==> src/rtl/ex16_pkg.sv <==
package ex16_pkg;
   localparam int OPC_W = 4;
   localparam int FLD_W = 4;

   typedef enum logic [OPC_W-1:0] {
      OP_BEQ  = 4'd0,
      OP_BNE  = 4'd1,
      OP_NEG  = 4'd2,
      OP_HIB  = 4'd3,
      OP_LOB  = 4'd4,
      OP_SHF  = 4'd5,
      OP_MUL  = 4'd6,
      OP_DIV  = 4'd7,
      OP_SLT  = 4'd8,
      OP_ADD  = 4'd10,
      OP_LD   = 4'd12,
      OP_ST   = 4'd13,
      OP_OR   = 4'd14,
      OP_SPR  = 4'd15
   } ex16_op_e;

   typedef struct packed {
      logic wb;
      logic br;
      logic rd;
      logic wr;
      logic spr;
   } ex16_act_t;
endpackage

==> src/rtl/ex16_alu.sv <==
module ex16_alu
   import ex16_pkg::*;
#(
   parameter int DATA_W  = 16,
   parameter int IMM_W   = 8,
   parameter int SHAMT_W = 4,
   parameter bit MUL_EN  = 1'b1,
   parameter bit DIV_EN  = 1'b1
) (
   input  ex16_op_e           opc,
   input  logic [IMM_W-1:0]   imm,
   input  logic [DATA_W-1:0]  x,
   input  logic [DATA_W-1:0]  y,
   input  logic [DATA_W-1:0]  z,
   output logic [DATA_W-1:0]  result
);
   localparam int MAG_W = SHAMT_W + 1;

   logic [SHAMT_W-1:0] shamt;
   logic [SHAMT_W-1:0] neg_amt;
   logic [MAG_W-1:0]   mag;
   logic               shr;
   logic [DATA_W-1:0]  shifted;
   logic [DATA_W-1:0]  prod;
   logic [DATA_W-1:0]  quot;

   assign shamt   = imm[SHAMT_W-1:0];
   assign shr     = shamt[SHAMT_W-1];
   assign neg_amt = ~shamt + SHAMT_W'(1);
   assign mag     = shr ? {1'b0, neg_amt} : {1'b0, shamt};
   assign shifted = shr ? (y >> mag) : (y << mag);

   generate
      if (MUL_EN) begin : g_mul
         assign prod = y * z;
      end else begin : g_nomul
         assign prod = '0;
      end
      if (DIV_EN) begin : g_div
         assign quot = (z == '0) ? '1 : (y / z);
      end else begin : g_nodiv
         assign quot = '0;
      end
   endgenerate

   always_comb begin
      result = '0;
      case (opc)
         OP_ADD:  result = y + z;
         OP_OR:   result = y | z;
         OP_NEG:  result = '0 - y;
         OP_MUL:  result = prod;
         OP_DIV:  result = quot;
         OP_SLT:  result = DATA_W'($signed(y) < $signed(z));
         OP_SHF:  result = shifted;
         OP_HIB:  result = {imm, x[IMM_W-1:0]};
         OP_LOB:  result = {x[DATA_W-1:IMM_W], imm};
         default: result = '0;
      endcase
   end
endmodule

==> src/rtl/ex16_ctl.sv <==
module ex16_ctl
   import ex16_pkg::*;
#(
   parameter int DATA_W = 16,
   parameter int OFS_W  = 4
) (
   input  ex16_op_e          opc,
   input  logic [OFS_W-1:0]  ofs,
   input  logic [DATA_W-1:0] x,
   input  logic [DATA_W-1:0] y,
   output ex16_act_t         act,
   output logic [DATA_W-1:0] addr
);
   logic eq;

   assign eq   = (x == y);
   assign addr = y + {{(DATA_W-OFS_W){ofs[OFS_W-1]}}, ofs};

   always_comb begin
      act = '0;
      case (opc)
         OP_BEQ: act.br = eq;
         OP_BNE: act.br = ~eq;
         OP_LD:  act.rd = 1'b1;
         OP_ST:  act.wr = 1'b1;
         OP_SPR: act.spr = 1'b1;
         OP_ADD, OP_OR, OP_NEG, OP_MUL, OP_DIV,
         OP_SLT, OP_SHF, OP_HIB, OP_LOB: act.wb = 1'b1;
         default: act = '0;
      endcase
   end
endmodule

==> src/rtl/ex16_execute.sv <==
module ex16_execute
   import ex16_pkg::*;
#(
   parameter int DATA_W  = 16,
   parameter int IMM_W   = 8,
   parameter int SPR_W   = 7,
   parameter bit MUL_EN  = 1'b1,
   parameter bit DIV_EN  = 1'b1
) (
   input  logic              clk,
   input  logic              rst_n,
   input  logic              in_valid,
   input  logic [15:0]       instr,
   input  logic [DATA_W-1:0] opnd_x,
   input  logic [DATA_W-1:0] opnd_y,
   input  logic [DATA_W-1:0] opnd_z,
   output logic              out_valid,
   output logic              wb_en,
   output logic [FLD_W-1:0]  wb_idx,
   output logic [DATA_W-1:0] wb_data,
   output logic              br_taken,
   output logic [DATA_W-1:0] br_target,
   output logic              mem_rd,
   output logic              mem_wr,
   output logic [DATA_W-1:0] mem_addr,
   output logic [DATA_W-1:0] mem_wdata,
   output logic              spr_req,
   output logic              spr_write,
   output logic [SPR_W-1:0]  spr_idx,
   output logic [DATA_W-1:0] spr_wdata
);
   localparam int INSTR_W = OPC_W + 3 * FLD_W;
   localparam int OFS_W   = FLD_W;

   generate
      if (INSTR_W != 16) begin : g_bad_instr
         $error("instruction layout must total 16 bits");
      end
      if (DATA_W != 2 * IMM_W) begin : g_bad_data
         $error("DATA_W must hold exactly two immediate bytes");
      end
      if (SPR_W + 1 != IMM_W) begin : g_bad_spr
         $error("special index plus direction flag must fill the low byte");
      end
   endgenerate

   ex16_op_e          opc;
   ex16_act_t         act;
   logic [DATA_W-1:0] alu_res;
   logic [DATA_W-1:0] ls_addr;

   assign opc = ex16_op_e'(instr[15 -: OPC_W]);

   ex16_alu #(
      .DATA_W (DATA_W),
      .IMM_W  (IMM_W),
      .SHAMT_W(FLD_W),
      .MUL_EN (MUL_EN),
      .DIV_EN (DIV_EN)
   ) i_alu (
      .opc   (opc),
      .imm   (instr[IMM_W-1:0]),
      .x     (opnd_x),
      .y     (opnd_y),
      .z     (opnd_z),
      .result(alu_res)
   );

   ex16_ctl #(
      .DATA_W(DATA_W),
      .OFS_W (OFS_W)
   ) i_ctl (
      .opc (opc),
      .ofs (instr[OFS_W-1:0]),
      .x   (opnd_x),
      .y   (opnd_y),
      .act (act),
      .addr(ls_addr)
   );

   always_ff @(posedge clk) begin
      if (!rst_n) begin
         out_valid <= 1'b0;
         wb_en     <= 1'b0;
         br_taken  <= 1'b0;
         mem_rd    <= 1'b0;
         mem_wr    <= 1'b0;
         spr_req   <= 1'b0;
         spr_write <= 1'b0;
         wb_idx    <= '0;
         wb_data   <= '0;
         br_target <= '0;
         mem_addr  <= '0;
         mem_wdata <= '0;
         spr_idx   <= '0;
         spr_wdata <= '0;
      end else begin
         out_valid <= in_valid;
         wb_en     <= in_valid & act.wb;
         br_taken  <= in_valid & act.br;
         mem_rd    <= in_valid & act.rd;
         mem_wr    <= in_valid & act.wr;
         spr_req   <= in_valid & act.spr;
         spr_write <= in_valid & act.spr & instr[SPR_W];
         wb_idx    <= instr[2*FLD_W +: FLD_W];
         wb_data   <= alu_res;
         br_target <= opnd_z;
         mem_addr  <= ls_addr;
         mem_wdata <= opnd_x;
         spr_idx   <= instr[SPR_W-1:0];
         spr_wdata <= opnd_x;
      end
   end
endmodule

==> config.mk <==
export PLATFORM = sky130hd
export DESIGN_NAME = ex16_execute
export DESIGN_NICKNAME = d
export VERILOG_FILES = /design/src/rtl/ex16_pkg.sv /design/src/rtl/ex16_alu.sv /design/src/rtl/ex16_ctl.sv /design/src/rtl/ex16_execute.sv
export SDC_FILE = /design/constraint.sdc
export NUM_CORES = 1
export LEC_CHECK = 0
export BUFFER_PORTS_ARGS = -buffer_cell sky130_fd_sc_hd__buf_2
export CAP_MARGIN = 20
export CORE_MARGIN = 10
export CORE_UTILIZATION = 60
export CTS_CLUSTER_DIAMETER = 60
export DETAILED_ROUTE_END_ITERATION = 10
export PLACE_DENSITY = 0.81
export SLEW_MARGIN = 20
export SYNTH_ARGS = -nofsm -noshare
export SYNTH_HDL_FRONTEND = slang
export SYNTH_SLANG_ARGS = --single-unit
==> constraint.sdc <==
create_clock -name clk -period 33.5 [get_ports clk]
set_input_delay 3.35 -clock clk [delete_from_list [all_inputs] [get_ports clk]]
set_output_delay 3.35 -clock clk [all_outputs]
set_load 0.05 [all_outputs]
[Word level (Yosys, flattened, before mapping)]
Index checks and enable logic that the tools add are counted.
Word-level totals
  input port bits: 67
  register bits: 82
  logic and storage cells: 57
  output and inout port bits: 98
Operators by class
  $add $sub $neg: 4
  shift operators: 2
  bitwise logic cells: 9
  equal/unequal tests: 14
  mux-type cells: 9
  reduce and logical (&&, ||, !) cells: 3
  div/mod/pow operators: 1
  $lt $le $gt $ge: 1
  $mul: 1
Operator list (number)
  one-hot mux 16 bit (9 select lines): 1
  adder 16 bit: 2
  2-to-1 mux 16 bit: 2
  equality test 4 bit (second input constant): 6
  divider 16 x 16 -> 16 bit: 1
  equality test 16 bit: 1
  equality test 4 x 3 -> 1 bit (second input constant): 4
  logical NOT 16 bit: 1
  < comparator 16 bit: 1
  multiplier 16 x 16 -> 16 bit: 1
  bitwise OR 16 bit: 1
  left shift 16 x 5 -> 16 bit: 1
  >> shifter 16 x 5 -> 16 bit: 1
  subtractor 1 x 16 -> 16 bit (first input constant): 1
  OR reduction 9 bit: 1
  equality test 4 x 2 -> 1 bit (second input constant): 2
  AND 1 bit: 6
  adder 4 x 1 -> 4 bit (second input constant): 1
  equality test 4 x 1 -> 1 bit (second input constant): 1
  logical NOT 4 bit: 1
  2-to-1 mux 1 bit: 4
  2-to-1 mux 4 bit: 1
  inverter 4 bit: 1
  one-hot mux 1 bit (2 select lines): 1
  inverter 1 bit: 1

[Logic depth before layout (Yosys ltp)]
  depth after elaboration: 6
  depth in mapped cells: 133
  depth with buffers taken out: 124

[Modules after synthesis]
From an unflattened synthesis, not the netlist that was laid out.
Unflattened totals
  cells, all modules: 2341
  area total of the unflattened synthesis: 17778.3 sq um
Modules (own cells, without submodules)
  ex16_alu: sequential area each 0.0 sq um, cells an instance 2021, times used 1, area an instance 14468.9 sq um
  ex16_execute: sequential area each 1641.6 sq um, cells an instance 188, times used 1, area an instance 2319.7 sq um
  ex16_ctl: sequential area each 0.0 sq um, cells an instance 132, times used 1, area an instance 989.7 sq um

[Worst setup path before layout]
Ideal clock, no wire load.
  path type: input -> register
  start point: input opnd_z[0]
  end point: register wb_data[0]
  data arrival time: 28897 ps
  path buffers: 8
  library setup time: 122 ps
  cell stages on the path: 123
  data required time: 33378 ps
  path slack: 4481 ps
  path through: clkbuf_1 -> clkinv_1 -> ha_1 -> and3_1 -> nor2_1 -> ha_1 -> o21ai_0 -> a21oi_1 -> and2_1 -> o31ai_2 -> ha_1 -> or2_2 -> o211ai_1 -> nor2_1 -> o2bb2ai_1 -> ha_1 -> o21ai_0 -> a221oi_1 -> (+87 left out) -> a21oi_1 -> o41a_1 -> o211ai_1 -> a21oi_1 -> clkbuf_1 -> nor2_1 -> a21oi_1 -> ha_1 -> a21boi_0 -> o21a_1 -> o21a_1 -> o21ai_0 -> nand2b_1 -> a21oi_1 -> o21ai_0 -> a31oi_1 -> o22a_1 -> o21ai_0
Between the ends
  longest elaborated chain between the ends: 3
  elaborated cells between the ends (all ways): 8
  classes of those cells: add/sub (1); mul (1); div (1); order compare (1); mux (2); bitwise (1); reduce/logical (1)
RTL lines
  start: declaration: line ex16_execute.sv:16  | input logic [DATA_W-1:0] opnd_z,
  divider 16 x 16 -> 16 bit / logical NOT 16 bit (equally long branches): line ex16_alu.sv:40  | assign quot = (z == '0) ? '1 : (y / z);
  2-to-1 mux 16 bit: line ex16_alu.sv:40
  one-hot mux 16 bit (9 select lines) (*): line ex16_alu.sv:48  | case (opc)
  end signal: assignment: line ex16_execute.sv:106  | wb_data <= alu_res;
  end: declaration: line ex16_execute.sv:20  | output logic [DATA_W-1:0] wb_data,
Every way passes the cells marked *; elsewhere a longest branch is shown, timed or not.
A chain may end at the register's enable or synchronous reset.

[Worst setup path after layout]
  start point: input opnd_z[15]
  end point: register wb_data[0]
Same word-level chain as after synthesis.

==> flow_metrics.py <==
metrics = {
    "run_status": {
        "status": "finished clean",
    },
    "route": {
        "dr.pass1.iters": 8,
        "routed_wl_mm": 63.45,
        "wl_per_cell_um": 23.60,
        "viasPerCell": 6.644,
        "drt_iter0_markers": 2433,
        "dr_total_vias": 17860,
        "drtAntennaViolNets": 0,
        "drc": 0,
    },
    "worst_setup_path": {
        "cp-end-kind": "flop",
        "critical_path_arrival_ns": 31.82,
        "startpoint": "opnd_z[15]",
        "cpMaxStageDelayCell": "or4_1",
        "cp_slowest_stage_delay_ns": 0.71,
        "cp-endpoint": "wb_data[0]",
        "critical_path.startpoint_type": "input pin",
        "worstPathMaxFanout": 26,
        "criticalPathCategory": "input pin to flop",
        "cp.required_ns": 33.78,
    },
    "cells_and_area": {
        "final_cell_mix": "ha_1 (253), nor2_1 (191), nand2_1 (183), inv_1 (180), buf_2 (164)",
        "utilization": 0.6609,
        "final_common_cell": "ha_1",
        "nets": 2707,
        "layout-drive-gt1-share": 0.1307,
        "diodes": 0,
        "area_delta_synth_final_pct": 8.630,
    },
    "logic_synthesis": {
        "yosys.area_share.xor_xnor": 0.07751,
        "synth_seq_area_share": 0.09686,
        "synth-edff-count": 0,
        "synth_compound_area_frac": 0.2190,
        "synthSimpleGateAreaFrac": 0.2043,
        "yosysWarnings": 0,
        "syn_inst": 2214,
        "synth_area_um2": 16950,
        "synth_top_family_by_area": "adder cells",
        "synthMuxAreaShare": 0.04658,
        "async_flop_share": 0,
        "syn_nets": 2616,
        "ys.flop_type": "dfxtp_1",
        "syn_area_per_cell_um2": 7.655,
        "ys_types": 86,
        "ys_ff_latch": 82,
        "synthAdderAreaFrac": 0.2836,
    },
    "global_route": {
        "grt_pass1_wl_mm": 97.95,
        "grt_remaining_overflow": 0,
        "antenna_found_initial": 1,
        "grt_pass1_vias": 17510,
        "grt_max_degree": 66,
        "grt_use_total": 0.3463,
    },
    "placement": {
        "place_congestion": 1.084,
        "io_buffers": 164,
        "dpl.hpwl_mm": 46.79,
    },
    "power": {
        "leakagePower_nw": 8.682,
        "vdd_drop_max_mv": 0.04494,
        "p_per_area_nw_per_um2": 45.15,
        "p_total_mw": 0.8312,
    },
    "flow_run": {
        "maxCapViolCount": 0,
    },
    "floorplanning": {
        "die_y_um": 188.1,
        "start_util": 0.6084,
        "rows": 61,
        "die-area_um2": 35370,
        "pin_count": 165,
        "dieWidth_um": 188.1,
        "core_um2": 27860,
    },
    "cts": {
        "cts_buffers": 9,
        "clockRootBuffer": "clkbuf_16",
        "cts.sinks": 82,
        "clk_pin_slew_ns": 0.09,
        "htree_levels": 3,
        "clk_path_buf_depth": 2,
        "tritoncts": "done",
    },
    "sta": {
        "post-route-min-period_ns": 31.54,
        "setup_viol": 0,
        "final_hold_viol_count": 0,
        "fin_crit_sh": 0.9416,
        "relSlewSlack": 0.3391,
        "drv_slew": 0,
        "tightest_slew_ns": 0.9790,
        "fmax_mhz": 31.70,
        "holdWs_ns": 3.175,
    },
    "min_path": {
        "min_path_type": "input pin to flop",
    },
}
## worst max-delay path, delay by kind of cell
kind | cells | cell delay, ns
compound gates | 59 | 14.17
simple gates | 32 | 7.00
fa+ha+maj | 15 | 4.75
mux | 5 | 1.72
buf+inv | 5 | 0.70
## kinds of logic (layout without fill, tap and decap cells)
logic type	count (synthesis)	in the layout
mux	70	70
fa+ha+maj	335	335
simple gates	711	711
flops	82	82
compound gates	560	560
xor+xnor	150	150
buf+inv	306	402
## cell type report
| class | instances | area [um2] |
|---|---|---|
| tap | 378 | 473.0 |
| clock inverter | 7 | 70.07 |
| inverter | 189 | 709.4 |
| sequential | 82 | 1642 |
| timing repair buffer | 197 | 1081 |
| clock buffer | 9 | 225.2 |
| multi-input combinational | 1826 | 14210 |
| fill | 2392 | 9447 |
## per-stage QoR
stage	instance area [um2]	setup TNS (ns)	setup slack, ns	cells
floorplan	16950	0	4.481	2214
global placement	17980	0	1.103	2669
detailed placement	17980	-0.08971	-0.08971	2669
CTS	18270	0	0.2078	2685
global route	18410	-0.003499	-0.003499	2688
finish	18410	0	1.958	2688
## timing repair
action / CTS / global route
hold buffers: 0 / 0
resized for setup: 0 / 23
setup buffers: 0 / 3
endpoints found under the setup margin: 0 / 2
## power by group
| group | leakage (nW) | switching (mW) | internal [mW] |
|---|---|---|---|
| clock | 0.142 | 0.0545 | 0.0526 |
| combinational | 7.86 | 0.374 | 0.244 |
| sequential | 0.679 | 0.00181 | 0.105 |
## synth_stat cells, drive strengths merged, types with 18 or more instances
master	n	area, um2
clkbuf	84	315.3
or2	18	112.6
nor2b	18	112.6
nand3	39	195.2
a31oi	30	187.7
buf	33	197.7
fa	82	1642
mux2i	38	380.4
nor3	60	310.3
xor2	49	429.2
nor2	193	724.4
and2	72	450.4
a211oi	18	135.1
o21a	36	270.3
xnor2	101	884.6
ha	253	3166
inv	181	679.4
and3	22	137.6
o21ai	126	630.6
nand2	185	694.4
o211ai	33	247.7
dfxtp	82	1642
mux2	28	319.1
nor4	18	133.9
or3	20	125.1
a21oi	129	656.9
nand4	22	137.6
a21o	39	292.8
## worst min path at each step
stage | from | endpoint | cells after the start
final | in_valid | wb_en | 2
after global routing | instr[8] | wb_idx[0] | 2
after CTS | instr[11] | wb_idx[3] | 2
after detailed placement | instr[11] | wb_idx[3] | 2
after global placement | instr[11] | wb_idx[3] | 2
after floorplan | opnd_z[10] | br_target[10] | 1
## registers in the layout, indices dropped and copies added, names as in the netlist
signal and count:
mem_rd 1, wb_en 1, mem_wr 1, out_valid 1
wb_idx 4, mem_addr 16, spr_req 1, wb_data 16
br_target 16, spr_wdata 16, br_taken 1, spr_write 1
spr_idx 7
## per-layer routing
metal  global-route usage  part of all wire
met5                    0           0.00027
met4               0.2111             0.071
met3              0.08423              0.13
met2               0.5554              0.44
met1               0.4106              0.36
(Power assumes the default switching activity.)
